`src/rtl/blkprot_pkg.sv`:
```
package blkprot_pkg;
    typedef enum logic [1:0] {
        CYC_IDLE     = 2'd0,
        CYC_SR_PROG  = 2'd1,
        CYC_ARR_PROG = 2'd2
    } cyc_state_t;

    localparam int SR_W = 8;
    // bits of the status byte that are nonvolatile and writable
    localparam logic [SR_W-1:0] SR_NV_MASK = 8'b1000_1100;
    localparam int BIT_LOCKEN = 7;
    localparam int BIT_LVL_HI = 3;
    localparam int BIT_LVL_LO = 2;
    localparam int BIT_WEL    = 1;
endpackage

```
`src/rtl/blkprot_range_dec.sv`:
```
module blkprot_range_dec #(
    parameter int ADDR_W = 15
) (
    input  logic [1:0]        level,
    input  logic [ADDR_W-1:0] addr,
    output logic              prot
);
    localparam int TOP = ADDR_W - 1;

    always_comb begin
        unique case (level)
            2'b00:   prot = 1'b0;
            2'b01:   prot = addr[TOP] & addr[TOP-1];
            2'b10:   prot = addr[TOP];
            default: prot = 1'b1;
        endcase
    end
endmodule

```
`src/rtl/blkprot_cycle_fsm.sv`:
```
module blkprot_cycle_fsm
    import blkprot_pkg::*;
#(
    parameter int SR_PROG_CYC = 6
) (
    input  logic       clk,
    input  logic       rst_n,
    input  logic       sr_start,
    input  logic       eng_busy,
    input  logic       eng_done,
    output logic       cyc_active,
    output logic       cyc_end,
    output logic       sr_commit,
    output cyc_state_t state_o
);
    localparam int TMR_W = (SR_PROG_CYC > 1) ? $clog2(SR_PROG_CYC) : 1;
    localparam logic [TMR_W-1:0] TMR_LAST = TMR_W'(SR_PROG_CYC - 1);

    cyc_state_t       state_q, state_d;
    logic [TMR_W-1:0] tmr_q;
    logic             tmr_hit;

    assign tmr_hit = (tmr_q == TMR_LAST);

    always_comb begin
        state_d = state_q;
        unique case (state_q)
            CYC_IDLE: begin
                if (eng_busy)      state_d = CYC_ARR_PROG;
                else if (sr_start) state_d = CYC_SR_PROG;
            end
            CYC_SR_PROG:  if (tmr_hit)  state_d = CYC_IDLE;
            CYC_ARR_PROG: if (eng_done) state_d = CYC_IDLE;
            default:      state_d = CYC_IDLE;
        endcase
    end

    always_ff @(posedge clk or negedge rst_n) begin
        if (!rst_n) begin
            state_q <= CYC_IDLE;
            tmr_q   <= '0;
        end else begin
            state_q <= state_d;
            if (state_q == CYC_SR_PROG && !tmr_hit) tmr_q <= tmr_q + 1'b1;
            else                                    tmr_q <= '0;
        end
    end

    always_comb begin
        cyc_active = 1'b0;
        cyc_end    = 1'b0;
        sr_commit  = 1'b0;
        unique case (state_q)
            CYC_IDLE: ;
            CYC_SR_PROG: begin
                cyc_active = 1'b1;
                cyc_end    = tmr_hit;
                sr_commit  = tmr_hit;
            end
            CYC_ARR_PROG: begin
                cyc_active = 1'b1;
                cyc_end    = eng_done;
            end
            default: ;
        endcase
    end

    assign state_o = state_q;
endmodule

```
`src/rtl/blkprot_status.sv`:
```
module blkprot_status
    import blkprot_pkg::*;
#(
    parameter int ADDR_W      = 15,
    parameter int SR_PROG_CYC = 6
) (
    input  logic              clk,
    input  logic              rst_n,
    input  logic              wp_pin,
    input  logic              wel_set,
    input  logic              wel_clr,
    input  logic              sr_wr_req,
    input  logic [7:0]        sr_wr_data,
    input  logic [ADDR_W-1:0] chk_addr,
    input  logic              eng_busy,
    input  logic              eng_done,
    output logic [7:0]        status_byte,
    output logic              arr_wr_ok,
    output logic              sr_wr_ok
);
    logic [SR_W-1:0] nv_q;
    logic [SR_W-1:0] pend_q;
    logic            wel_q;
    logic            cyc_active, cyc_end, sr_commit;
    logic            busy_all, cmd_ok, lock_on, addr_prot, sr_accept;
    cyc_state_t      cyc_state;

    assign busy_all  = cyc_active | eng_busy;
    assign cmd_ok    = ~busy_all;
    assign lock_on   = nv_q[BIT_LOCKEN] & ~wp_pin;
    assign sr_wr_ok  = cmd_ok & wel_q & ~lock_on;
    assign sr_accept = sr_wr_req & sr_wr_ok;

    blkprot_range_dec #(.ADDR_W(ADDR_W)) u_range (
        .level (nv_q[BIT_LVL_HI:BIT_LVL_LO]),
        .addr  (chk_addr),
        .prot  (addr_prot)
    );

    blkprot_cycle_fsm #(.SR_PROG_CYC(SR_PROG_CYC)) u_fsm (
        .clk        (clk),
        .rst_n      (rst_n),
        .sr_start   (sr_accept),
        .eng_busy   (eng_busy),
        .eng_done   (eng_done),
        .cyc_active (cyc_active),
        .cyc_end    (cyc_end),
        .sr_commit  (sr_commit),
        .state_o    (cyc_state)
    );

    assign arr_wr_ok = cmd_ok & wel_q & wp_pin & ~addr_prot;

    always_ff @(posedge clk or negedge rst_n) begin
        if (!rst_n) begin
            wel_q  <= 1'b0;
            nv_q   <= '0;
            pend_q <= '0;
        end else begin
            if (cyc_end)                         wel_q <= 1'b0;
            else if (cmd_ok && wel_clr)          wel_q <= 1'b0;
            else if (cmd_ok && wel_set && wp_pin) wel_q <= 1'b1;

            if (sr_accept) pend_q <= sr_wr_data;
            if (sr_commit) nv_q   <= pend_q & SR_NV_MASK;
        end
    end

    always_comb begin
        if (busy_all) status_byte = 8'hFF;
        else begin
            status_byte          = nv_q & SR_NV_MASK;
            status_byte[BIT_WEL] = wel_q;
        end
    end
endmodule

```
`config.mk`:
```
export PLATFORM = sky130hd
export DESIGN_NAME = blkprot_status
export DESIGN_NICKNAME = d
export VERILOG_FILES = /design/src/rtl/blkprot_pkg.sv /design/src/rtl/blkprot_range_dec.sv /design/src/rtl/blkprot_cycle_fsm.sv /design/src/rtl/blkprot_status.sv
export SDC_FILE = /design/constraint.sdc
export NUM_CORES = 1
export LEC_CHECK = 0
export ABC_AREA = 1
export ABC_CLOCK_PERIOD_IN_PS = 1840
export BUFFER_PORTS_ARGS = -buffer_cell sky130_fd_sc_hd__buf_2
export CAP_MARGIN = 20
export CELL_PAD_IN_SITES_DETAIL_PLACEMENT = 0
export CELL_PAD_IN_SITES_GLOBAL_PLACEMENT = 2
export CORE_MARGIN = 4
export CORE_UTILIZATION = 22
export DETAILED_ROUTE_END_ITERATION = 8
export HOLD_SLACK_MARGIN = 0.05
export PLACE_DENSITY_LB_ADDON = 0.1
export SYNTH_ARGS = -nofsm -noshare
export SYNTH_HDL_FRONTEND = slang
export SYNTH_SLANG_ARGS = --single-unit
```
`constraint.sdc`:
```
create_clock -name clk -period 1.84 [get_ports clk]
set_input_delay 0.092 -clock clk [delete_from_list [all_inputs] [get_ports clk]]
set_output_delay 0.092 -clock clk [all_outputs]
set_load 0.01 [all_outputs]
```
**Word-level counts from Yosys, hierarchy flattened**

Index checks and enable logic that the tools add are counted.

- Input port bits: 31
- Register bits: 17

- Bitwise gates (word level): 12
- Reductions and logical operators: 10
- Add/sub/neg operators: 1
- Eq/ne operators: 8
- Multiplexer cells: 14

Operator list:

| operator | number |
|---|---|
| two-way mux 2 bit | 4 |
| two-way mux 8 bit | 1 |
| bitwise AND 1 bit | 7 |
| case mux 2 bit (3 select lines) | 1 |
| two-way mux 1 bit | 5 |
| == test 2 x 1 -> 1 bit (second input constant) | 2 |
| == test 2 bit (second input constant) | 2 |
| logical AND 1 bit | 4 |
| zero test 2 bit | 2 |
| inverter 1 bit | 4 |
| adder 3 x 1 -> 3 bit (second input constant) | 1 |
| == test 3 bit (second input constant) | 1 |
| two-way mux 3 bit | 1 |
| inequality test 3 bit (second input constant) | 1 |
| case mux 1 bit (3 select lines) | 1 |
| AND reduction 3 bit | 1 |
| nonzero test 3 bit | 1 |
| inequality test 2 x 1 -> 1 bit (second input constant) | 1 |
| inequality test 2 bit (second input constant) | 1 |
| case mux 1 bit (2 select lines) | 1 |
| OR reduction 2 bit | 1 |
| zero test 1 bit | 1 |
| OR 1 bit | 1 |

**Depth between registers and ports, before layout**

Gate-level depths: netlist of the first run.

- Depth after elaboration: 11
- Depth in mapped cells: 9
- Mapped depth without buffers: 9

**Cells and area by module**

A second synthesis of the first run with hierarchy kept.

- Cell total of the unflattened synthesis: 88
- Area, all modules: 711.9 um^2

By module, submodules not included:

| module | cells an instance | area each (um^2) | sequential area each (um^2) | times used |
|---|---|---|---|---|
| blkprot_status | 47 | 381.6 | 175.2 | 1 |
| blkprot_cycle_fsm | 38 | 316.6 | 125.1 | 1 |
| blkprot_range_dec | 3 | 13.8 | 0.0 | 1 |

**Worst setup path before layout of the first run**

Ideal clock, no wire load.

- Kind: register to register
- From: reg u_fsm.state_q[0], in the netlist u_fsm.state_o[0]
- To: reg pend_q[2]
- Arrival: 1265 ps
- Data required time: 1720 ps
- Cell stages (with the launch flop): 9
- Path buffers: 0
- Setup slack: 455 ps
- Setup time: 120 ps
- Cells stage by stage: dfrtp_1 inv_1 ha_1 nor2_4 nand2_4 nor2_8 nand2_4 nor2_1 a21oi_1

- Word-level cells in the longest chain between the ends: 8
- Elaborated cells on any way between the ends: 9
- Classes of those cells: eq/ne (2); mux (1); bitwise (5); reduce/logical (1)

Ends and longest elaborated chain:

| item | line | source |
|---|---|---|
| from (decl) | blkprot_cycle_fsm.sv:19 | `cyc_state_t state_q, state_d;` |
| from (signal assigned) | blkprot_cycle_fsm.sv:43 | `state_q <= state_d;` |
| == test 2 bit or == test 2 x 1 -> 1 bit (tied branches) | blkprot_cycle_fsm.sv:53 | `unique case (state_q)` |
| OR reduction 2 bit (no source line) (*) | - |  |
| two-way mux 1 bit (*) | blkprot_cycle_fsm.sv:53 |  |
| OR 1 bit (*) | blkprot_status.sv:28 | `assign busy_all = cyc_active \| eng_busy;` |
| inverter 1 bit (*) | blkprot_status.sv:29 | `assign cmd_ok = ~busy_all;` |
| bitwise AND 1 bit (*) (2 in a row) | blkprot_status.sv:31 | `assign sr_wr_ok = cmd_ok & wel_q & ~lock_on;` |
| via sr_wr_ok | blkprot_status.sv:19 | `output logic sr_wr_ok` |
| bitwise AND 1 bit (*) | blkprot_status.sv:32 | `assign sr_accept = sr_wr_req & sr_wr_ok;` |
| to (signal assigned) | blkprot_status.sv:64 | `if (sr_accept) pend_q <= sr_wr_data;` |
| to (decl) | blkprot_status.sv:22 | `logic [SR_W-1:0] pend_q;` |

The timed path passes the listed nets; every way through them passes the cells marked *.
A chain may end at the register's enable or synchronous reset.

**Worst setup path after layout of the first run**

- From: reg u_fsm.state_q[1], in the netlist u_fsm.state_o[1]
- To: out status_byte[1]

- Word-level cells in the longest chain between the ends: 5
- Elaborated cells on any way between the ends: 6
- Classes of those cells: eq/ne (2); mux (2); bitwise (1); reduce/logical (1)

Ends and longest elaborated chain:

| item | line | source |
|---|---|---|
| == test 2 bit or == test 2 x 1 -> 1 bit (tied branches) | blkprot_cycle_fsm.sv:53 |  |
| OR reduction 2 bit (no source line) (*) | - |  |
| two-way mux 1 bit (*) | blkprot_cycle_fsm.sv:53 |  |
| OR 1 bit (*) | blkprot_status.sv:28 |  |
| two-way mux 8 bit (*) | blkprot_status.sv:70 | `if (busy_all) status_byte = 8'hFF;` |
| to (decl) | blkprot_status.sv:17 | `output logic [7:0] status_byte,` |

Every way passes the cells marked *; elsewhere a longest branch is shown, timed or not.

==> results.toml, run 1 <==
[pwr]
p_clk_share_pct = 23.1
pwr-share-comb_pct = 38.5
powerDensity_nw_per_um2 = 1010
pwr-share-seq_pct = 38.4
p_leak_nw = 0.484
p_int_w = 0.000604
power.share.switching_pct = 34.2
peakVddDrop_v = 0.000349
p_switching_w = 0.000314

[route]
drc = 0
vias_per_cell = 3.83
dr.pass1.iters = 3
ant_nets = 0
route.vias.total = 567
finalWirelength_mm = 1.52
drt_iter0_drc = 9
wire_per_inst_um = 10.3

[final_layout]
fin_nets = 141
nFillCells = 346
fin_area_sq_um = 913
syn_to_final_growth_pct = 31.5
multi_input_area_sq_um = 335
drive_above_1_share_pct = 36.5
insertedDiodeCount = 0
regArea_sq_um = 300

[global_route]
grt_pass1_wl_mm = 2.59
grt-ovfl-total = 0
gr-usage-all-layers_pct = 8.55
antenna_found_initial = 0
grt_max_degree = 13
grt_pass1_vias = 535

[sta]
max_slew_margin_pct = 80.5
min_period_ps = 1700
worst_slew_pin_slew_ps = 292
timing.fmax_mhz = 587
hold_viol_final = 0
slew_viol_final = 0
skew_ps = 1.33
grt_setup_unrepaired = "false"
setup_violations = 0
setup_ws_ps = 137
min_period_over_period_pct = 92.5
holdWs_ps = 62.8
fin_tns_setup_ps = 0

[min_path]
hp-start = "sr_wr_data[3]"
holdPathEnd = "pend_q[3]$_DFFE_PN0P_"
hold_class = "in -> reg"
holdPathStages = 3

[place]
dp_hpwl_mm = 1.19
place_ws_ps = 278
placed_area_sq_um = 830
io_buffers = 22
gp_congestion = 0.665

[yosys]
yosys-top-cells-count = "13 x nand2_1, 12 x dfrtp_1, 11 x inv_1"
syn-cell-area_sq_um = 694
synthSimpleGateAreaFrac_pct = 28.1
synth_top_cell_area_share_pct = 43.2
ys.flop_type = "dfrtp_1"
synthXorXnorAreaFrac_pct = 1.26
synth-seq-cells = 12
synth_top_family_by_area = "simple AND/OR/NAND/NOR gates"
synth_compound_gate_area_share_pct = 8.11
synth_edf_count = 0
synth.most_common_cell = "nand2_1"
synthMuxAreaShare_pct = 0
synth_area_leaders = "dfrtp_1 43%, ha_1 9.0%, nand2_1 7.0%"
synth-adder-area-share_pct = 9.01
async_flop_share_pct = 100
yosys_warnings = 0
synthDistinctLibCells = 20
syn_nets = 114
syn_avg_cell_area_sq_um = 8.90
yosys.area.top_type = "dfrtp_1"
syn_inst = 78
yosysSeqAreaShare_pct = 43.2

[worst_setup_path]
cp-start-kind = "register"
crit_buf_inv = 3
slowest_delay_ps = 400
critPathSlowestCell = "dfrtp_1"
worstReg2RegStart = "u_fsm.state_o[1]$_DFFE_PN0P_"
reg2reg_slack_ps = 350
r2r-end = "pend_q[7]$_DFFE_PN0P_"
reg2regPathDepth = 9
critPathRequiredTime_ps = 1750
worstPathArrival_ps = 1610
crit_path_end_kind = "output pin"
critPathMaxFanout = 6
cp_top_family = "flip-flops"
crit_top_cell = "inv_1"
crit_type = "reg -> out"
path_cells = "inv_1 -> ha_4 -> nor2_4 -> inv_1 -> or2_2 -> buf_2"

[floorplan]
die_w_um = 64.2
chipHeight_um = 64.2
ios = 41
row_count = 20
initial_core_util_pct = 22.9
die_area_sq_um = 4120
core_sq_um = 3030

[outcome]
status = "finished clean"

[run]
timing.max_cap.violations = 0

[cts]
cts-htree-levels = 1
cts_root_buffer = "clkbuf_4"
cts_buffers = 3
insertion_delay_ps = 270
cts.sinks = 12
clock_path_buffers = 2
tritoncts = "yes"
cts.clk_slew.worst_paths_ps = 80
==> worst reg2reg max path, stage by stage, from the launching register on <==
cell and delay [ps]:
dfrtp_1 400, inv_1 120, ha_4 220, nor2_4 110, buf_4 140, nand2_4 70
nor2_8 120, nand2_4 80, nor2_1 90, a21oi_1 40
==> registers in the layout (all words and copies together) (netlist names) <==
signal         cells
wel_q              1
u_fsm.state_o      2
nv_q               3
pend_q             3
u_fsm.tmr_q        3
==> layer usage <==
metal  track usage, %  vias up  wire (um)
met5                0        -          0
met2             10.7       17        605
met3             2.28        2         97
met1             12.5      252        800
met4             5.54        0         17
li1                 -      296          -
==> cell usage in the layout (no fill, tap or decap) <==
| cell | synthesis | routed |
|---|---|---|
| inv_2 | 0 | 1 |
| inv_1 | 11 | 10 |
| a21boi_1 | 1 | 1 |
| a21boi_0 | 1 | 1 |
| nand3_2 | 1 | 1 |
| dfrtp_1 | 12 | 12 |
| a21oi_1 | 3 | 3 |
| nor2_1 | 7 | 7 |
| a31oi_1 | 1 | 1 |
| nor2_8 | 1 | 1 |
| nand2_1 | 13 | 13 |
| nand3_1 | 6 | 6 |
| or2_2 | 2 | 2 |
| nor2_2 | 1 | 1 |
| nand2_4 | 2 | 2 |
| ha_4 | 0 | 1 |
| dlygate4sd3_1 | 0 | 2 |
| xnor2_1 | 1 | 1 |
| nor3b_1 | 1 | 1 |
| clkbuf_4 | 0 | 3 |
| buf_4 | 4 | 2 |
| o21ai_0 | 4 | 4 |
| ha_1 | 5 | 4 |
| clkbuf_8 | 0 | 1 |
| buf_2 | 0 | 22 |
| nor2_4 | 1 | 1 |
==> area by class of cell <==
type,count,area share (%)
multi-input cells,51,36.7
clock buffers,4,3.97
repair buffers,26,15.9
flip-flops and latches,12,32.9
well taps,44,6.03
inverters,11,4.52
==> metrics by stage <==
stage	cells	power, W	util (%)
floorplan	78	0.000597	-
global placement	140	0.000666	27.4
detailed placement	140	0.000664	27.4
CTS	148	0.000910	29.8
global route	148	0.00100	30.2
finish	148	0.000918	30.2
==> power by group through the flow <==
stage	Sequential (W)	Clock, W	Combinational, W
2_1_floorplan	0.000352	0	0.000246
3_3_place_gp	0.000359	0	0.000307
3_5_place_dp	0.000358	0	0.000306
4_1_cts	0.000353	0.000223	0.000334
5_1_grt	0.000360	0.000240	0.000402
6_report	0.000352	0.000212	0.000354
==> worst max-delay path by stage <==
stage / startpoint / endpoint / slack [ps] / cells past startpoint
2_1_floorplan: u_fsm.state_o[0]$_DFFE_PN0P_ / pend_q[2]$_DFFE_PN0P_ / 460 / 8
5_1_grt: u_fsm.state_o[1]$_DFFE_PN0P_ / status_byte[1] / 40 / 6
6_report: u_fsm.state_o[1]$_DFFE_PN0P_ / status_byte[1] / 140 / 6
3_5_place_dp: u_fsm.state_o[0]$_DFFE_PN0P_ / status_byte[1] / 280 / 6
4_1_cts: u_fsm.state_o[0]$_DFFE_PN0P_ / status_byte[1] / 60 / 6
3_3_place_gp: u_fsm.state_o[1]$_DFFE_PN0P_ / status_byte[1] / 280 / 6
==> cell families after synthesis <==
kind of cell | after synthesis
xor gates and xnor gates | 1
adders and majority gates | 5
AOI/OAI and AO/OA | 10
buffers and inverters | 15
and+or+nand+nor | 35
DFF | 12
==> repair_timing <==
item | in CTS | in global routing
gates resized for setup | 0 | 2
setup buffers | 2 | 0
endpoints found under the hold margin | 13 | 0
hold buffers | 2 | 0
setup endpoints to repair | 2 | 3
pin swaps | 1 | 0
Power figures use the tool's default switching activity.
==> run 2, diff against run 1 <==
--- a/config.mk
+++ b/config.mk
@@ -15,7 +15,7 @@
 export CORE_UTILIZATION = 22
 export DETAILED_ROUTE_END_ITERATION = 8
 export HOLD_SLACK_MARGIN = 0.05
-export PLACE_DENSITY_LB_ADDON = 0.1
+export PLACE_DENSITY = 0.74
 export SYNTH_ARGS = -nofsm -noshare
 export SYNTH_HDL_FRONTEND = slang
 export SYNTH_SLANG_ARGS = --single-unit
==> results.toml, run 2 (same netlist as run 1, synthesis figures left out) <==
[floorplan]
core_sq_um = 3030
die_w_um = 64.2
ios = 41
row_count = 20
chipHeight_um = 64.2
initial_core_util_pct = 22.9
die_area_sq_um = 4120

[sta]
min_period_over_period_pct = 93.8
holdWs_ps = 61.6
max_slew_margin_pct = 81.7
min_period_ps = 1730
slew_viol_final = 0
setup_violations = 0
fin_tns_setup_ps = 0
grt_setup_unrepaired = "false"
skew_ps = 2.66
timing.fmax_mhz = 580
hold_viol_final = 0
worst_slew_pin_slew_ps = 275

[final_layout]
drive_above_1_share_pct = 35.9
syn_to_final_growth_pct = 30.1
final_cell_mix = "22 x buf_2, 13 x nand2_1, 12 x dfrtp_1"
regArea_sq_um = 300
multi_input_area_sq_um = 335
insertedDiodeCount = 0
fin_nets = 140
nFillCells = 344
final_common_cell = "buf_2"
reg_top3 = "nv_q (3), pend_q (3), u_fsm.tmr_q (3)"

[min_path]
holdPathStages = 3
hold_class = "in -> reg"
hp-start = "sr_wr_data[3]"
holdPathEnd = "pend_q[3]$_DFFE_PN0P_"

[place]
gp_congestion = 0.715
io_buffers = 22
dp_hpwl_mm = 1.18

[pwr]
peakVddDrop_v = 0.000304
powerDensity_nw_per_um2 = 1010
fin_total_pwr_w = 0.000910
p_leak_nw = 0.479

[worst_setup_path]
reg2regPathDepth = 9
critPathMaxFanout = 6
reg2reg_slack_ps = 320
crit_path_end_kind = "output pin"
r2r-end = "pend_q[7]$_DFFE_PN0P_"
worstReg2RegStart = "u_fsm.state_o[0]$_DFFE_PN0P_"
cp-start-kind = "register"
critPathRequiredTime_ps = 1750
crit_type = "reg -> out"
worstPathArrival_ps = 1630

[route]
vias_per_cell = 3.85
drt_iter0_drc = 21
finalWirelength_mm = 1.49
dr.pass1.iters = 3
ant_nets = 0
wire_per_inst_um = 10.1
route.vias.total = 566
drc = 0

[outcome]
status = "finished clean"

[run]
timing.max_cap.violations = 0

[cts]
cts-htree-levels = 1
cts.clk_slew.worst_paths_ps = 80
insertion_delay_ps = 260
tritoncts = "yes"
clock_path_buffers = 2
cts.sinks = 12
cts_root_buffer = "clkbuf_4"
cts_buffers = 3

[global_route]
antenna_found_initial = 0
grt_max_degree = 13
grt_pass1_vias = 537
grt_pass1_wl_mm = 2.44
gr-usage-all-layers_pct = 7.51
grt-ovfl-total = 0
-- run 2: metal layers --
| metal | track usage (%) | vias up | routed length [um] |
|---|---|---|---|
| met2 | 11.4 | 20 | 634 |
| met3 | 1.93 | 2 | 109 |
| met1 | 9.75 | 250 | 719 |
| li1 | - | 294 | - |
| met5 | 0 | - | 0 |
| met4 | 3.96 | 0 | 27 |
-- run 2: worst max-delay path by stage --
stage	startpoint	endpoint	slack (ps)	cells after the start
finish	u_fsm.state_o[0]$_DFFE_PN0P_	status_byte[1]	110	6
global placement	u_fsm.state_o[0]$_DFFE_PN0P_	status_byte[1]	300	6
detailed placement	u_fsm.state_o[0]$_DFFE_PN0P_	status_byte[1]	270	6
floorplan	u_fsm.state_o[0]$_DFFE_PN0P_	pend_q[2]$_DFFE_PN0P_	460	8
CTS	u_fsm.state_o[0]$_DFFE_PN0P_	status_byte[1]	40	6
global route	u_fsm.state_o[0]$_DFFE_PN0P_	status_byte[1]	6	6
-- run 2: cell type report --
class / count / share of cell area (%)
Timing Repair Buffer: 25 / 15.0
Clock buffer: 4 / 4.02
Sequential cell: 12 / 33.2
Multi-Input combinational cell: 51 / 37.1
Inverter: 11 / 4.57
Tap cell: 44 / 6.09
-- run 2: what timing repair did --
| action | in CTS | in global routing |
|---|---|---|
| gates resized for setup | 0 | 1 |
| setup endpoints to repair | 2 | 2 |
| pin swaps | 1 | 0 |
| endpoints found under the hold margin | 12 | 0 |
| hold buffers | 1 | 0 |
| setup buffers | 2 | 0 |
-- run 2: critical path, cell delays in order, from the launching register on --
cell	delay [ps]
dfrtp_1	390
inv_1	150
ha_4	230
nor2_4	110
inv_1	80
or2_2	270
buf_2	140
-- run 2: through the flow --
| step | area, sq um | util, % | cells | setup WS, ps |
|---|---|---|---|---|
| 2_1_floorplan | 694 | - | 78 | 455 |
| 3_3_place_gp | 830 | 27.4 | 140 | 299 |
| 3_5_place_dp | 830 | 27.4 | 140 | 265 |
| 4_1_cts | 891 | 29.4 | 147 | 44.0 |
| 5_1_grt | 903 | 29.8 | 147 | 5.98 |
| 6_report | 903 | 29.8 | 147 | 114 |
-- run 2: power breakdown --
part / total (W) / leakage, nW / internal, W / switching (W)
registers: 0.000354 / 0.146 / 0.000319 / 0.0000354
logic: 0.000350 / 0.313 / 0.000161 / 0.000188
clock network: 0.000206 / 0.0210 / 0.000120 / 0.0000862
total: 0.000910 / 0.479 / 0.000600 / 0.000310
